`src/rtl/daq_pkg.sv`:
```
// Shared constants for the data acquisition register interface.
// Assumes a 5-bit offset bus and byte-wide data.
package daq_pkg;
    localparam int ADDR_W   = 5;
    localparam int DATA_W   = 8;
    localparam int RES_W    = 12;
    localparam int CH_W     = 4;
    localparam int NUM_OFF  = 20;
    localparam int NUM_DAC  = 2;

    localparam int OFF_ADC_LO  = 0;
    localparam int OFF_ADC_HI  = 1;
    localparam int OFF_MUX     = 2;
    localparam int OFF_DIO     = 3;
    localparam int OFF_DAC_LO  = 4;   // code n low at 4+2n, high at 5+2n
    localparam int OFF_STAT    = 8;
    localparam int OFF_CTRL    = 9;
    localparam int OFF_TMR_LO  = 12;
    localparam int OFF_TMR_HI  = 15;
    localparam int OFF_PIO_LO  = 16;
    localparam int OFF_PIO_HI  = 19;

    localparam int STAT_EOC    = 7;
    localparam int STAT_BIP    = 6;
    localparam int STAT_IRQ    = 5;
    localparam int CTRL_IEN    = 0;
endpackage

```
`src/rtl/daq_addr_dec.sv`:
```
// Offset decoder: one write strobe per local offset, plus chip selects
// for the two external chip windows. Assumes one offset per access.
module daq_addr_dec
    import daq_pkg::*;
#(
    parameter int AW   = ADDR_W,
    parameter int NOFF = NUM_OFF
) (
    input  logic [AW-1:0]   addr,
    input  logic            wr,
    input  logic            rd,
    output logic [NOFF-1:0] wr_hit,
    output logic            tmr_cs,
    output logic            pio_cs
);
    localparam int OW = $clog2(NOFF + 1);

    genvar g;
    generate
        for (g = 0; g < NOFF; g++) begin : g_hit
            // per-offset write strobe
            assign wr_hit[g] = wr && (addr == AW'(g));
        end
    endgenerate

    // external chip windows, active during either strobe
    always_comb begin
        tmr_cs = (rd || wr) && (int'(addr) >= OFF_TMR_LO) && (int'(addr) <= OFF_TMR_HI);
        pio_cs = (rd || wr) && (int'(addr) >= OFF_PIO_LO) && (int'(addr) <= OFF_PIO_HI);
    end
endmodule

```
`src/rtl/daq_adc_capture.sv`:
```
// Conversion control: issues the start pulse, latches result and channel
// on done, keeps end-of-conversion and the interrupt pending flag.
// Assumes done is a single-cycle pulse with result valid alongside.
module daq_adc_capture
    import daq_pkg::*;
#(
    parameter int RW = RES_W,
    parameter int CW = CH_W
) (
    input  logic          clk,
    input  logic          rst_n,
    input  logic          start_wr,
    input  logic          done,
    input  logic [RW-1:0] result,
    input  logic [CW-1:0] chan,
    input  logic          irq_en,
    input  logic          irq_clr,
    output logic          start_pulse,
    output logic [RW-1:0] res_q,
    output logic [CW-1:0] ch_q,
    output logic          eoc,
    output logic          irq_pend
);
    // start pulse follows the write by one cycle
    always_ff @(posedge clk) begin
        if (!rst_n) start_pulse <= 1'b0;
        else        start_pulse <= start_wr;
    end

    // capture result and channel on completion
    always_ff @(posedge clk) begin
        if (!rst_n) begin
            res_q <= '0;
            ch_q  <= '0;
        end else if (done) begin
            res_q <= result;
            ch_q  <= chan;
        end
    end

    // end-of-conversion flag, start has priority
    always_ff @(posedge clk) begin
        if (!rst_n)        eoc <= 1'b0;
        else if (start_wr) eoc <= 1'b0;
        else if (done)     eoc <= 1'b1;
    end

    // interrupt pending, a new event wins over a clear
    always_ff @(posedge clk) begin
        if (!rst_n)                irq_pend <= 1'b0;
        else if (done && irq_en)   irq_pend <= 1'b1;
        else if (irq_clr)          irq_pend <= 1'b0;
    end
endmodule

```
`src/rtl/daq_dac_stage.sv`:
```
// One analog output code: the low nibble is staged, and the full code
// updates in one step when the high byte is written.
module daq_dac_stage
    import daq_pkg::*;
#(
    parameter int DW = DATA_W,
    parameter int RW = RES_W
) (
    input  logic          clk,
    input  logic          rst_n,
    input  logic          lo_wr,
    input  logic          hi_wr,
    input  logic [DW-1:0] wdata,
    output logic [RW-1:0] code
);
    localparam int LW = RW - DW;

    logic [LW-1:0] stage_q;

    // hold the low bits from the top of the data byte
    always_ff @(posedge clk) begin
        if (!rst_n)     stage_q <= '0;
        else if (lo_wr) stage_q <= wdata[DW-1 -: LW];
    end

    // load the whole code on the high byte write
    always_ff @(posedge clk) begin
        if (!rst_n)     code <= '0;
        else if (hi_wr) code <= {wdata, stage_q};
    end
endmodule

```
`src/rtl/daq_regif.sv`:
```
// Top of the acquisition card register interface. Decodes the offset,
// holds the local registers and returns read data combinationally.
// Assumes write strobes last one cycle per access.
module daq_regif
    import daq_pkg::*;
#(
    parameter int AW   = ADDR_W,
    parameter int DW   = DATA_W,
    parameter int RW   = RES_W,
    parameter int CW   = CH_W,
    parameter int NOFF = NUM_OFF
) (
    input  logic          clk,
    input  logic          rst_n,
    input  logic [AW-1:0] bus_addr,
    input  logic          bus_wr,
    input  logic          bus_rd,
    input  logic [DW-1:0] bus_wdata,
    output logic [DW-1:0] bus_rdata,
    output logic          conv_start,
    input  logic          conv_done,
    input  logic [RW-1:0] conv_result,
    output logic [CW-1:0] chan_sel,
    output logic [CW-1:0] dio_out,
    input  logic [CW-1:0] dio_in,
    output logic [RW-1:0] dac0_code,
    output logic [RW-1:0] dac1_code,
    input  logic          bipolar_mode,
    output logic          irq,
    output logic          tmr_cs,
    output logic          pio_cs
);
    localparam int LOW_W = RW - DW;

    logic [NOFF-1:0] wr_hit;
    logic [DW-1:0]   mux_q;
    logic [DW-1:0]   ctrl_q;
    logic [RW-1:0]   res_q;
    logic [CW-1:0]   ch_q;
    logic            eoc_q;
    logic            irq_q;
    logic [RW-1:0]   dac_code [NUM_DAC];

    daq_addr_dec #(.AW(AW), .NOFF(NOFF)) u_dec (
        .addr   (bus_addr),
        .wr     (bus_wr),
        .rd     (bus_rd),
        .wr_hit (wr_hit),
        .tmr_cs (tmr_cs),
        .pio_cs (pio_cs)
    );

    // multiplexer, digital output and control registers
    always_ff @(posedge clk) begin
        if (!rst_n) begin
            mux_q   <= '0;
            ctrl_q  <= '0;
            dio_out <= '0;
        end else begin
            if (wr_hit[OFF_MUX])  mux_q   <= bus_wdata;
            if (wr_hit[OFF_CTRL]) ctrl_q  <= bus_wdata;
            if (wr_hit[OFF_DIO])  dio_out <= bus_wdata[CW-1:0];
        end
    end

    assign chan_sel = mux_q[CW-1:0];
    assign irq      = irq_q;

    daq_adc_capture #(.RW(RW), .CW(CW)) u_adc (
        .clk         (clk),
        .rst_n       (rst_n),
        .start_wr    (wr_hit[OFF_ADC_LO]),
        .done        (conv_done),
        .result      (conv_result),
        .chan        (mux_q[CW-1:0]),
        .irq_en      (ctrl_q[CTRL_IEN]),
        .irq_clr     (wr_hit[OFF_STAT]),
        .start_pulse (conv_start),
        .res_q       (res_q),
        .ch_q        (ch_q),
        .eoc         (eoc_q),
        .irq_pend    (irq_q)
    );

    genvar g;
    generate
        for (g = 0; g < NUM_DAC; g++) begin : g_dac
            daq_dac_stage #(.DW(DW), .RW(RW)) u_dac (
                .clk   (clk),
                .rst_n (rst_n),
                .lo_wr (wr_hit[OFF_DAC_LO + 2*g]),
                .hi_wr (wr_hit[OFF_DAC_LO + 2*g + 1]),
                .wdata (bus_wdata),
                .code  (dac_code[g])
            );
        end
    endgenerate

    assign dac0_code = dac_code[0];
    assign dac1_code = dac_code[1];

    // read data selection by offset
    always_comb begin
        bus_rdata = '0;
        case (int'(bus_addr))
            OFF_ADC_LO: bus_rdata = {res_q[LOW_W-1:0], ch_q};
            OFF_ADC_HI: bus_rdata = res_q[RW-1:LOW_W];
            OFF_MUX:    bus_rdata = mux_q;
            OFF_DIO:    bus_rdata = {{(DW-CW){1'b0}}, dio_in};
            OFF_STAT: begin
                bus_rdata[STAT_EOC] = eoc_q;
                bus_rdata[STAT_BIP] = bipolar_mode;
                bus_rdata[STAT_IRQ] = irq_q;
                bus_rdata[CW-1:0]   = mux_q[CW-1:0];
            end
            OFF_CTRL:   bus_rdata = ctrl_q;
            default:    bus_rdata = '0;
        endcase
    end
endmodule

```
`config.mk`:
```
export PLATFORM = sky130hd
export DESIGN_NAME = daq_regif
export DESIGN_NICKNAME = d
export VERILOG_FILES = /design/src/rtl/daq_pkg.sv /design/src/rtl/daq_addr_dec.sv /design/src/rtl/daq_adc_capture.sv /design/src/rtl/daq_dac_stage.sv /design/src/rtl/daq_regif.sv
export SDC_FILE = /design/constraint.sdc
export NUM_CORES = 1
export LEC_CHECK = 0
export ABC_CLOCK_PERIOD_IN_PS = 1500
export CAP_MARGIN = 40
export CORE_ASPECT_RATIO = 0.9
export CORE_MARGIN = 2
export CORE_UTILIZATION = 45
export DETAILED_ROUTE_END_ITERATION = 6
export PLACE_DENSITY_LB_ADDON = 0.2
export SLEW_MARGIN = 25
export SYNTH_ARGS = -nofsm -noshare
export SYNTH_HDL_FRONTEND = slang
export SYNTH_HIERARCHICAL = 1
export SYNTH_SLANG_ARGS = --single-unit
```
`constraint.sdc`:
```
create_clock -name clk -period 1.5 [get_ports clk]
set_clock_uncertainty 0.1 [all_clocks]
set_input_delay 0.15 -clock clk [delete_from_list [all_inputs] [get_ports clk]]
set_output_delay 0.15 -clock clk [all_outputs]
set_load 0.005 [all_outputs]
```
==> impl_results.md, run 1 <==
* Outcome: finished, violations left
* Failing checks: setup timing
* Fin. Hold Viols at 0
* Cell leakage power at between 0.0015 and 0.002 uW
* Tcrit/Tclk final at 1.10
* Min cycle time layout at 1650 ps
* Longest Clk Path Bufs at 2
* Die H at ~84 um
* Setup violations, final at 8
* Relative slew slack at 0.798
* Mapped Area at about 3200 um2
* WL final at 7.66 mm
* Overall Global Routing Usage at 0.202
* Slew Viols, Final at 0
* WP data arrival at between 1000 and 1500 ps
* Largest net degree at the start of global routing at 72
* Yosys warnings at 6
* Vias in the first global route at roughly 2600
* Diodes inserted at 0
* CTS root buffer: clkbuf_8
* Achievable Freq at about 600 MHz
* Crit path launch type: flop
* GPL Wtd Cong at about 0.9
* Post-synthesis cell count at between 200 and 300
* Mapped Nets at ~330
* Crit. End Element: output port
* Row count at 29
* DRC at 0
* DPL Wire Length at around 4.9 mm
* WL per Instance at ~15 um
* Layout cell share with drive strength beyond 1 at 0.299
* Die area at slightly below 8000 um2
* # fillers at around 520
* Router iterations before antenna repair at 4
* Detail Route Antenna Nets at 0
* Vias at about 2600
* H-tree depth at 3
* Slew @ Worst Pin at around 300 ps
* Max Cap Violations at 0
* CTS tree: yes
* Initial core utilization at 0.461
* DP Area at 4270 um2
* CP required at 1250 ps
* Via density at approximately 5
* Top Ports at between 70 and 80
* P&R area growth vs syn at 50.0%
* Hold path cells at 3
* Post-route core utilization at 0.691
* CTS Sinks at 71
* Core Region at between 6000 and 7000 um2
* Cts hold-fix bufs at 0
* Total CTS buffers at 9
* Initial antenna violation count at 0
* First-pass GRT wire length at between 10 and 15 mm
* Fin Hold WS at approximately 330 ps
* Setup ws final at -149 ps
* Syn avg cell area at roughly 11 um2
* Type of the worst setup path: flop to output port
* RSZ-0062 raised after global routing: true
* Reg2Reg Depth at 3
* Grt ovf at 0
* IO buf count at 78
* Final #Nets at between 400 and 500
* Clk pin slew, worst setup/hold paths at ~70 ps
* Die W at 93.0 um
* CP Max Fanout at 2
* Worst min path class: input port to flop
* Initial DRC count at between 90 and 100
* Final instance area at about 4800 um2
* DP Worst Slack at -796 ps
* Worst skew pair latency at ~340 ps
* PD cells at between 800 and 900 nW/um2
* Worst vdd ir at around 0.75 mV
==> final cells by class <==
type                       count  area (um2)  share of cell area
multi-input combinational    207        1750               0.364
sequential                    71        1440               0.300
timing repair buffer         134        1280               0.266
clock buffer                  11         141              0.0294
tap                           93         116              0.0242
clock inverter                 5        81.3              0.0169
==> final timing paths <==
kind,start,slack [ps],endpoint
hold reg to reg,g_dac[1].u_dac/code[2],420,g_dac[1].u_dac/code[2]
setup reg to reg,ctrl_q[0],620,u_adc/irq_pend
hold / removal,conv_result[1],330,u_adc/res_q[1]
setup / recovery,ctrl_q[6],-150,bus_rdata[6]
==> metal layers <==
metal	wire length (um)	global-route usage	vias up
met3	345	0.0605	7
met4	60	0.0481	0
met2	3780	0.333	63
met5	0	0	-
met1	3470	0.260	1218
li1	-	-	1277
==> worst max-delay path, cell delays in order, from the launching register on <==
cell	delay, ps
dfxtp_2	320
mux4_2	460
nand3b_1	90
nand2_1	60
buf_2	120
==> layout by cell type (no fill, tap or decap), drive strengths merged <==
cell type,instances
mux2,4
mux4,1
dlymetal6s2s,2
nor3b,2
nand4,3
nor4b,2
nor4,1
and3,2
a21oi,2
o22ai,1
clkdlybuf4s15,1
buf,69
dlygate4sd2,7
or4b,1
bufinv,2
o2bb2ai,2
and2,1
mux2i,72
nand4bb,2
xnor2,1
o21a,1
nand3b,1
nand2,7
nand2b,5
clkbuf,11
dfxtp,71
nor3,6
clkinvlp,1
a21boi,1
a221o,2
nor2,12
nand3,2
clkdlybuf4s50,55
a32oi,4
clkinv,2
nor2b,69
==> repair_timing <==
item | 4_1_cts | 5_1_grt
endpoints found under the hold margin | 0 | 0
gates cloned | 1 | 0
setup endpoints to repair | 61 | 53
gates resized for setup | 94 | 26
pin swaps | 18 | 9
buffers inserted | 18 | 5
==> stage by stage <==
stage	std cells	setup TNS, ps	total power (uW)
CTS	518	-676	4110
global route	521	-1090	4250
detailed placement	483	-31320	2370
finish	521	-677	4090
global placement	483	-30460	2370
floorplan	299	0	2150
==> registers in the layout, summed over array words and instances, names as in the netlist <==
signal and cells:
dio_out 4, g_dac.u_dac/stage_q 8, ctrl_q 8, u_adc/start_pulse 1
u_adc/res_q 12, u_adc/irq_pend 1, g_dac.u_dac/code 24, u_adc/eoc 1
u_adc/ch_q 4, mux_q 8
==> power breakdown <==
part / switching, uW / leakage (uW) / internal (uW)
Sequential: 16.6 / 0.000583 / 1920
Clock: 696 / 0.000110 / 982
Combinational: 193 / 0.00114 / 285
(Power assumes the default switching activity.)
==> run 2, diff against run 1 <==
--- a/config.mk
+++ b/config.mk
@@ -9,7 +9,7 @@
 export CAP_MARGIN = 40
 export CORE_ASPECT_RATIO = 0.9
 export CORE_MARGIN = 2
-export CORE_UTILIZATION = 45
+export CORE_UTILIZATION = 30
 export DETAILED_ROUTE_END_ITERATION = 6
 export PLACE_DENSITY_LB_ADDON = 0.2
 export SLEW_MARGIN = 25
==> impl_results.md, run 2 (synthesis results as in run 1) <==
* Outcome: finished, violations left
* Failing checks: DRC, setup timing
* Slew Viols, Final at 0 (unchanged)
* Fin Hold WS at 214 ps (-111 ps)
* Setup violations, final at 5 (-3)
* IO buf count at 78 (unchanged)
* Worst vdd ir at 0.477 mV (-37%)
* Critical path's largest stage delay at 490 ps (+30 ps)
* Vias in the first global route at 2600 (+1.6%)
* Slowest CP cell: mux4_2
* Worst min path class: input port to flop
* CTS root buffer: clkbuf_16
* RSZ-0062 raised after global routing: true
* Achievable Freq at 589 MHz (-2.9%)
* Crit. End Element: output port
* Initial antenna violation count at 0 (unchanged)
* Die W at 113 um (+22%)
* Relative slew slack at 0.780 (-0.0178)
* CTS Sinks at 71 (unchanged)
* # fillers at 991 (+91%)
* WP data arrival at 1450 ps (+50 ps)
* WL per Instance at 15.8 um (+7.1%)
* Max Cap Violations at 0 (unchanged)
* Largest regs: g_dac.u_dac/code x24, u_adc/res_q x12
* Commonest non-fill, non-tap cell in the layout: mux2i_1
* Register area at 1440 um2 (-0.35%)
* Diodes inserted at 0 (unchanged)
* Fin. Hold Viols at 0 (unchanged)
* First-pass GRT wire length at 13.7 mm (+11%)
* DPL Wire Length at 5.80 mm (+17%)
* Max FFs per register at 24 (unchanged)
* Vias at 2513 (-2.0%)
* Crit path launch type: flop
* Longest Clk Path Bufs at 2 (unchanged)
* GPL Wtd Cong at 0.801 (-9.4%)
* Grt ovf at 0 (unchanged)
* Via density at 4.54 (-7.7%)
* Slew @ Worst Pin at 327 ps (+25.5 ps)
* Placed cell count at 520 (+7.7%)
* Tot Pwr at 4740 uW (+16%)
* DP Worst Slack at -786 ps (+9.39 ps)
* DRC at 5 (+5)
* Initial DRC count at 105 (+14%)
* Clk pin slew, worst setup/hold paths at 60 ps (about the same)
* WL final at 8.71 mm (+14%)
* Most frequent cells in the layout: mux2i_1, nor2b_1, dfxtp_1
* Tcrit/Tclk final at 1.13 (+0.0323)
* Overall Global Routing Usage at 0.154 (-0.0474)
* Worst skew pair latency at 330 ps (about the same)
* P&R area growth vs syn at 53.2%
* Largest net degree at the start of global routing at 72 (unchanged)
* Total CTS buffers at 9 (unchanged)
* Critical path cell sequence: mux4_2 > nand3b_1 > nand2_1 > buf_2
* Min cycle time layout at 1700 ps (+48.5 ps)
* H-tree depth at 3 (unchanged)
* Row count at 35 (+21%)
* Top Ports at 79 (unchanged)
* CP required at 1250 ps (about the same)
* Cell leakage power at 0.00182 uW (-0.78%)
* Router iterations before antenna repair at 7 (+3)
* Final #Nets at 454 (-0.87%)
* Die area at 11500 um2 (+48%)
* Layout cell share with drive strength beyond 1 at 0.292 (-0.00661)
* Final instance area at 4920 um2 (+2.1%)
* Most flop-heavy register: g_dac.u_dac/code
* PD cells at 964 nW/um2 (+14%)
* CTS tree: yes
* Type of the worst setup path: flop to output port
* Setup ws final at -198 ps (-48.5 ps)
* Die H at 102 um (+21%)
* Initial core utilization at 0.311 (-0.150)
* Core Region at 10300 um2 (+48%)
* CP Max Fanout at 2 (unchanged)
* Detail Route Antenna Nets at 0 (unchanged)
* Fin cells at 553 (+6.1%)
* DP Area at 4330 um2 (+1.2%)
* Multi-input gate area at 1780 um2 (+1.4%)
[run 2: area by class of cell]
type,count,area share
multi-input combinational,207,0.361
clock buffer,10,0.0486
timing repair buffer,130,0.246
sequential,71,0.293
tap,129,0.0328
clock inverter,6,0.0188
[run 2: worst paths after layout]
check	end	from	cells past startpoint	slack (ps)
hold reg to reg	u_adc/res_q[8]	u_adc/res_q[8]	2	410
hold / removal	u_adc/start_pulse	bus_addr[1]	4	210
setup reg to reg	u_adc/irq_pend	ctrl_q[0]	3	620
setup / recovery	bus_rdata[6]	ctrl_q[6]	4	-200
[run 2: critical path: cells and delay by family (launching register included)]
kind,cells,cell delay [ps]
and+or+nand+nor,2,180
DFF,1,340
buffers and inverters,1,130
muxes,1,490
[run 2: through the flow]
step | setup TNS [ps] | util
after floorplan | 0 | -
after global placement | -34340 | 0.419
after detailed placement | -34240 | 0.419
after CTS | -578 | 0.468
after global routing | -865 | 0.476
final | -498 | 0.476
[run 2: metal layers]
| metal | part of all wire | GRT usage | vias to the layer above |
|---|---|---|---|
| li1 | - | - | 1281 |
| met5 | 0 | 0 | - |
| met1 | 0.49 | 0.208 | 1173 |
| met3 | 0.035 | 0.0368 | 8 |
| met4 | 0.012 | 0.0507 | 0 |
| met2 | 0.47 | 0.246 | 51 |
[run 2: what timing repair did]
item | CTS | global route
resized for setup | 97 | 23
hold buffers | 0 | 0
pin swaps | 19 | 11
setup buffers | 14 | 6
setup endpoints to repair | 67 | 49
[run 2: where the power goes]
| group | total [uW] | switching, uW | internal [uW] |
|---|---|---|---|
| registers | 1930 | 18.1 | 1920 |
| clock network | 2330 | 825 | 1510 |
| logic | 472 | 201 | 271 |
| total | 4740 | 1040 | 3700 |
